File: src/rtl/dcr_pkg.sv
package dcr_pkg;
  localparam int NUM_CH = 2;
  localparam int SEL_W  = (NUM_CH > 1) ? $clog2(NUM_CH) : 1;

  typedef enum logic {
    VLV_1V8 = 1'b0,
    VLV_3V0 = 1'b1
  } vlevel_e;
endpackage

File: src/rtl/dcr_clk_gate.sv
module dcr_clk_gate (
  input  logic clk,
  input  logic rst_n,
  input  logic host_clk,
  input  logic want,
  output logic gated
);
  logic open_q;

  // The gate moves only while host_clk is low, so a high phase is never cut.
  always_ff @(posedge clk or negedge rst_n) begin
    if (!rst_n)         open_q <= 1'b0;
    else if (!host_clk) open_q <= want;
  end

  assign gated = host_clk & open_q;
endmodule

File: src/rtl/dcr_lane.sv
module dcr_lane (
  input  logic clk,
  input  logic rst_n,
  input  logic host_rst,
  input  logic host_clk,
  input  logic picked,
  input  logic run,
  input  logic active,
  output logic card_rst,
  output logic card_clk,
  output logic io_link,
  output logic io_pull
);
  logic rst_q;
  logic clk_g;
  logic want_clk;

  always_ff @(posedge clk or negedge rst_n) begin
    if (!rst_n)       rst_q <= 1'b0;
    else if (!active) rst_q <= 1'b0;
    else if (picked)  rst_q <= host_rst;
  end

  assign want_clk = active & (picked | run);

  dcr_clk_gate u_gate (
    .clk      (clk),
    .rst_n    (rst_n),
    .host_clk (host_clk),
    .want     (want_clk),
    .gated    (clk_g)
  );

  assign card_rst = active & rst_q;
  assign card_clk = active & clk_g;
  assign io_link  = active & picked;
  assign io_pull  = active & ~picked;
endmodule

File: src/rtl/dual_card_router.sv
module dual_card_router
  import dcr_pkg::*;
(
  input  logic              clk,
  input  logic              rst_n,
  input  logic              sel,
  input  logic              host_rst,
  input  logic              host_clk,
  input  logic [NUM_CH-1:0] clk_run,
  input  logic [NUM_CH-1:0] vsel,
  input  logic [NUM_CH-1:0] ch_en,
  input  logic [NUM_CH-1:0] ch_active,
  output logic [NUM_CH-1:0] vlevel,
  output logic [NUM_CH-1:0] card_rst,
  output logic [NUM_CH-1:0] card_clk,
  output logic [NUM_CH-1:0] io_link,
  output logic [NUM_CH-1:0] io_pull,
  output logic              host_pull
);
  for (genvar g = 0; g < NUM_CH; g++) begin : g_lane
    localparam logic [SEL_W-1:0] MY_ID = SEL_W'(g);
    vlevel_e lv;

    assign lv        = vsel[g] ? VLV_3V0 : VLV_1V8;
    assign vlevel[g] = lv;

    dcr_lane u_lane (
      .clk      (clk),
      .rst_n    (rst_n),
      .host_rst (host_rst),
      .host_clk (host_clk),
      .picked   (sel == MY_ID),
      .run      (clk_run[g]),
      .active   (ch_active[g]),
      .card_rst (card_rst[g]),
      .card_clk (card_clk[g]),
      .io_link  (io_link[g]),
      .io_pull  (io_pull[g])
    );
  end

  assign host_pull = ~|ch_en;
endmodule

File: config.mk
export PLATFORM = sky130hd
export DESIGN_NAME = dual_card_router
export DESIGN_NICKNAME = d
export VERILOG_FILES = /design/src/rtl/dcr_pkg.sv /design/src/rtl/dcr_clk_gate.sv /design/src/rtl/dcr_lane.sv /design/src/rtl/dual_card_router.sv
export SDC_FILE = /design/constraint.sdc
export NUM_CORES = 1
export LEC_CHECK = 0
export ABC_AREA = 1
export BUFFER_PORTS_ARGS = -buffer_cell sky130_fd_sc_hd__buf_2
export CAP_MARGIN = 15
export CORE_AREA = 2 2 39 41
export DETAILED_ROUTE_END_ITERATION = 10
export DIE_AREA = 0 0 41 43
export HOLD_SLACK_MARGIN = 0.06
export SKIP_CTS_REPAIR_TIMING = 1
export SLEW_MARGIN = 20
export SYNTH_ARGS = -nofsm -noshare
export SYNTH_HDL_FRONTEND = slang
export SYNTH_HIERARCHICAL = 1
export SYNTH_SLANG_ARGS = --single-unit
File: constraint.sdc
create_clock -name clk -period 0.8 [get_ports clk]
set_input_delay 0.04 -clock clk [delete_from_list [all_inputs] [get_ports clk]]
set_output_delay 0.04 -clock clk [all_outputs]
set_load 0.03 [all_outputs]
==> results.md, run 1 <==
* Ys Warns at 6
* Final ANT Viol Nets at 0
* Violated checks: negative setup slack
* I/O Buffers at 19
* Initial Utilization at 0.1953
* Worst hold path endpoint: g_lane[0].u_lane/rst_q
* Final Skew at 0 ns
* Outcome: finished, violations left
* Crit path max fanout at 2
* Worst VDD drop at 552.9 uV
* Yosys reg bits at 4
* Register area share after synthesis at 0.3704
* Pwr dens at 1468 nW/um^2
* Hold_ws at 0.06149 ns
* Post-synthesis simple-gate area fraction at 0.3657
* Final WS setup at -0.1559 ns
* Area of the multi-input gates at 103.9 sq um
* GR Overflow Total at 0
* Row count at 14
* Hold depth at 3
* Power Total at 0.6575 mW
* Fill cells at 160
* Worst Path Class, Setup: reg2out
* CP startpoint kind: flip-flop
* Sequential fraction of design power at 0.343
* Largest family of logic cells by synthesized area: simple AND/OR/NAND/NOR gates
* Vias in the first global route at 243
* Post-synthesis area per instance at 5.875 sq um
* CTS root buffer: clkbuf_4
* Layout cell share with drive strength beyond 1 at 0.4058
* DRC Markers at 0
* Combinational share of power at 0.278
* Slew margin rel. at 0.8990
* Routed vias at 317
* Die Y-Extent at 43 microns
* R2R setup slack at 0.09 ns
* Mux share of post-synthesis cell area at 0
* Max-slew violations at 0
* Setup tns final at -0.4459 ns
* Area post-placement at 370.4 sq um
* Mapped Nets at 59
* Clk_lat worst skew at 0.23 ns
* Seq. cell area at 100.1 sq um
* Largest net degree at the start of global routing at 8
* Period utilization at 1.195
* Hold path start: host_rst
* Routability congestion estimate at 0.6719
* R2R cell count at 3
* First-pass GRT wire length at 890 microns
* Final setup viols at 4
* Diodes inserted at 0
* Clk sinks at 4
* RSZ-0062 raised after global routing: yes
* Max-cap violations at 0
* Area of the core at 1384 sq um
* DIE AREA at 1763 sq um
* Area growth, synth to finish at 65.74%
* Die width at 41 microns
* Cell variety after synth at 6
* XOR/XNOR share of the synthesized area at 0
* Tightest Pin Transition at 0.1525 ns
* CTS max path bufs at 2
* Post-layout nets at 84
* DRC violation total after the first TritonRoute iteration at 3
* Hpwl dp at 493.2 microns
* Syn Inst Count at 46
* Internal Power at 0.4608 mW
* Fin crit period at 0.9559 ns
* Switching power share of the total at 0.2992
* TritonCTS clock tree: built
* Worst Path Required at 0.76 ns
* WL/cell at 7.529 microns
* DRT Pass-1 Iters at 2
* Initial antenna violation count at 0
* Complex-gate fraction of the synthesized area at 0
* Adder-cell share of the synthesized area at 0
* Arr. time, crit path at 0.92 ns
* Clock network fraction of design power at 0.379
* Pleak at 0.3323 nW
* R2r endpoint: g_lane[0].u_lane/rst_q
* Reg2Reg Launch Point: g_lane[0].u_lane/rst_q
* Design Area, Final at 447.9 sq um
* Top Ports at 24
* Psw at 0.1967 mW
* Final Hold Violating Endpoints at 0
* Class of the worst hold path: in2reg
* Fmax at 1046 MHz
* Worst-path clk slew at 0.04 ns
* Total track usage at 0.07948
* H-tree depth at 1
* Crit. End Element: primary output
* Final wirelength at 640 microns
* Vias per cell at 3.729
* CTS Buf Count at 3
* Mapped Area at 270.3 sq um
## stage by stage
stage	setup slack (ns)	utilization	instances
after floorplan	0.1322	-	46
after global placement	0.06300	0.2676	79
after detailed placement	0.05729	0.2676	79
after CTS	-0.2012	0.2839	82
after global routing	-0.2147	0.3237	85
final	-0.1559	0.3237	85
## critical path: stages (launching register included)
cell,delay (ns)
dfrtp_1,0.36
nand2_2,0.07
inv_2,0.03
nand2_2,0.06
inv_2,0.03
buf_6,0.12
## registers in the layout, indices dropped and copies added, names as in the netlist
register,count
g_lane.u_lane/u_gate/open_q,2
g_lane.u_lane/rst_q,2
## cell usage after synthesis (all sizes together)
cell	instances	area, sq um
inv	15	56.30
nor2	3	11.26
dfrtp	4	100.1
nand3	4	20.02
buf	2	15.01
nand2	18	67.56
## kinds of logic (layout without fill, tap and decap cells)
| family | Yosys count | after routing |
|---|---|---|
| buffers and inverters | 17 | 40 |
| DFF | 4 | 4 |
| and+or+nand+nor | 25 | 25 |
## per-layer routing
metal / up-vias / track usage / share of wire / routed length, microns
met1: 137 / 0.09385 / 0.44 / 279
met5: - / 0 / 0 / 0
met3: 0 / 0.03665 / 0.070 / 45
met4: 0 / 0.08000 / 0 / 0
li1: 174 / - / - / -
met2: 6 / 0.09688 / 0.49 / 314
## power groups by stage
| stage | sequential, mW | clock, mW | combinational, mW |
|---|---|---|---|
| after global routing | 0.226 | 0.287 | 0.202 |
| after detailed placement | 0.227 | 0 | 0.156 |
| after global placement | 0.227 | 0 | 0.153 |
| final | 0.226 | 0.249 | 0.183 |
| after CTS | 0.224 | 0.269 | 0.156 |
| after floorplan | 0.226 | 0 | 0.109 |
## worst max path at each step
stage / startpoint / to / slack (ns) / cells after the start
finish: g_lane[0].u_lane/u_gate/open_q / card_clk[0] / -0.16 / 5
global route: g_lane[1].u_lane/u_gate/open_q / card_clk[1] / -0.21 / 5
CTS: g_lane[0].u_lane/u_gate/open_q / card_clk[0] / -0.20 / 5
detailed placement: g_lane[0].u_lane/u_gate/open_q / card_clk[0] / 0.06 / 5
global placement: g_lane[1].u_lane/u_gate/open_q / card_clk[1] / 0.06 / 5
floorplan: g_lane[0].u_lane/u_gate/open_q / card_clk[0] / 0.13 / 4
## cell usage in the layout, fill, tap and decap left out
master	synthesis	routed
nand2_1	18	16
buf_2	0	15
inv_1	15	13
nand3_1	4	4
dfrtp_1	4	4
buf_6	0	4
nor2_1	3	3
clkbuf_4	0	3
nand2_2	0	2
inv_2	0	2
buf_4	2	2
dlygate4sd3_1	0	1
## final cells by class
type | count | share of cell area
well taps | 16 | 0.04469
clock buffers | 3 | 0.05028
repair buffers | 22 | 0.3240
inverters | 15 | 0.1257
flip-flops and latches | 4 | 0.2235
multi-input cells | 25 | 0.2318
No activity file was read; power rests on OpenSTA's default activity.
==> run 2: changes to the inputs <==
==> constraint.sdc (replaced) <==
create_clock -name clk -period 0.8 [get_ports clk]
set_input_delay 0.16 -clock clk [delete_from_list [all_inputs] [get_ports clk]]
set_output_delay 0.16 -clock clk [all_outputs]
set_load 0.03 [all_outputs]
==> run 2 against run 1 <==
Critical path type unchanged; global-route usage is 0.50 points lower; clock power grew 3%; the flow still finishes with violations (negative setup slack); flip-flop and latch count unchanged; first-iteration DRC count stayed put; combinational power is 5% higher; final cell count unchanged; critical endpoint unchanged; highest routed layer unchanged; total power grew 2.4%; via count increased by 0.32%.
==> results.md, run 2 (same netlist as run 1, synthesis figures left out) <==
* I/O Buffers at 19
* Total track usage at 0.07452
* Worst VDD drop at 439.1 uV
* Crit. End Element: primary output
* Slowest library cell on the worst path: dfrtp_1
* DIE AREA at 1763 sq um
* CP startpoint kind: flip-flop
* Largest delay contributor family on the critical path: flip-flops
* Worst-path clk slew at 0.04 ns
* Tightest Pin Transition at 0.1517 ns
* Fmax at 911.9 MHz
* Hold depth at 3
* Place WS at -0.06418 ns
* Hold path start: host_rst
* DRC violation total after the first TritonRoute iteration at 3
* CTS max path bufs at 2
* Final WS setup at -0.2966 ns
* Initial Utilization at 0.1953
* Max-slew violations at 0
* Vias in the first global route at 235
* Leading cell type in the layout, fill and taps excluded: nand2_1
* DRC Markers at 0
* Area growth, synth to finish at 71.76%
* First-pass GRT wire length at 841 microns
* R2R cell count at 3
* Fin crit period at 1.097 ns
* Max-cap violations at 0
* Fill cells at 150
* Final Skew at 0 ns
* Worst Path Required at 0.64 ns
* Area of the core at 1384 sq um
* R2R setup slack at 0.11 ns
* Post-layout nets at 84
* Slowest stage delay, CP at 0.36 ns
* GR Overflow Total at 0
* Final ANT Viol Nets at 0
* Top Ports at 24
* TritonCTS clock tree: built
* CTS Buf Count at 3
* Vias per cell at 3.741
* Crit path max fanout at 2
* Worst Path Buf+Inv at 3
* Design Area, Final at 464.2 sq um
* Pwr dens at 1451 nW/um^2
* Routability congestion estimate at 0.6723
* Clk sinks at 4
* Area post-placement at 385.4 sq um
* Met1 GRT Util at 0.09416
* Most frequent cells in the layout: nand2_1 (17), inv_1 (13), buf_2 (9)
* Reg2Reg Launch Point: g_lane[0].u_lane/u_gate/open_q
* Layout cell share with drive strength beyond 1 at 0.3913
* Met3 usage at 0.01571
* R2r endpoint: g_lane[0].u_lane/u_gate/open_q
* CTS root buffer: clkbuf_4
* Diodes inserted at 0
* Pleak at 0.3366 nW
* Violated checks: negative setup slack
* Final setup viols at 4
* Die width at 41 microns
* Biggest regs: g_lane.u_lane/rst_q (2), g_lane.u_lane/u_gate/open_q (2)
* Initial antenna violation count at 0
* Met2 Use GR at 0.09375
* Outcome: finished, violations left
* Period utilization at 1.371
* WL/cell at 7.424 microns
* Die Y-Extent at 43 microns
* Worst hold path endpoint: g_lane[0].u_lane/rst_q
* Largest net degree at the start of global routing at 8
* Hpwl dp at 492.3 microns
* Most used routing layer: met1
* H-tree depth at 1
* Routed vias at 318
* Final Hold Violating Endpoints at 0
* Final wirelength at 631 microns
* Slew margin rel. at 0.8995
* Class of the worst hold path: in2reg
* Clk_lat worst skew at 0.23 ns
* Row count at 14
* DRT Pass-1 Iters at 2
* RSZ-0062 raised after global routing: yes
* Worst Path Class, Setup: reg2out
* Arr. time, crit path at 0.94 ns
* CP cell instances: nand2_1 -> inv_1 -> nand2_1 -> inv_1 -> buf_6
run 2: cell types whose count changed in the layout (fill, tap and decap cells not counted), sizes merged:
cell | previous run | this run
buf | 21 | 20
clkbuf | 3 | 4
run 2: report_power, final:
| group | internal [mW] | total, mW | switching [mW] |
|---|---|---|---|
| logic | 0.0827 | 0.192 | 0.109 |
| clock network | 0.168 | 0.257 | 0.0889 |
| registers | 0.219 | 0.225 | 0.00543 |
run 2: worst max path at each step:
stage	start	end	slack [ns]	cells past startpoint
5_1_grt	g_lane[0].u_lane/u_gate/open_q	card_clk[0]	-0.35	5
3_3_place_gp	g_lane[1].u_lane/u_gate/open_q	card_clk[1]	-0.06	5
2_1_floorplan	sel	io_pull[0]	0.01	2
4_1_cts	g_lane[0].u_lane/u_gate/open_q	card_clk[0]	-0.32	5
6_report	g_lane[0].u_lane/u_gate/open_q	card_clk[0]	-0.30	5
3_5_place_dp	g_lane[0].u_lane/u_gate/open_q	card_clk[0]	-0.06	5
run 2: worst min-delay path, stage by stage:
cell     delay, ns
buf_2         0.09
nand3_1       0.07
nand2_1       0.06
run 2: stage by stage:
stage / cells / TNS [ns] / power [mW] / hold WS, ns / util
global route: 85 / -1.170 / 0.7191 / 0.2017 / 0.3354
global placement: 81 / -0.1478 / 0.3884 / -0.02928 / 0.2785
CTS: 84 / -1.145 / 0.6560 / -0.2744 / 0.2948
finish: 85 / -0.9397 / 0.6735 / 0.1814 / 0.3354
detailed placement: 81 / -0.1781 / 0.3915 / -0.02266 / 0.2785
floorplan: 46 / 0 / 0.3353 / -0.1356 / -
run 2: layout make-up:
class / instances / area, sq um / share of cell area
sequential: 4 / 100.1 / 0.2156
multi-input combinational: 25 / 101.3 / 0.2183
tap: 16 / 20.02 / 0.04313
timing repair buffer: 22 / 163.9 / 0.3531
clock buffer: 3 / 22.52 / 0.04852
inverter: 15 / 56.30 / 0.1213
run 2: per-layer routing:
metal  part of all wire  vias to the layer above
met3              0.067                        0
li1                   -                      173
met2               0.53                        6
met1               0.40                      139
met5                  0                        -
met4                  0                        0
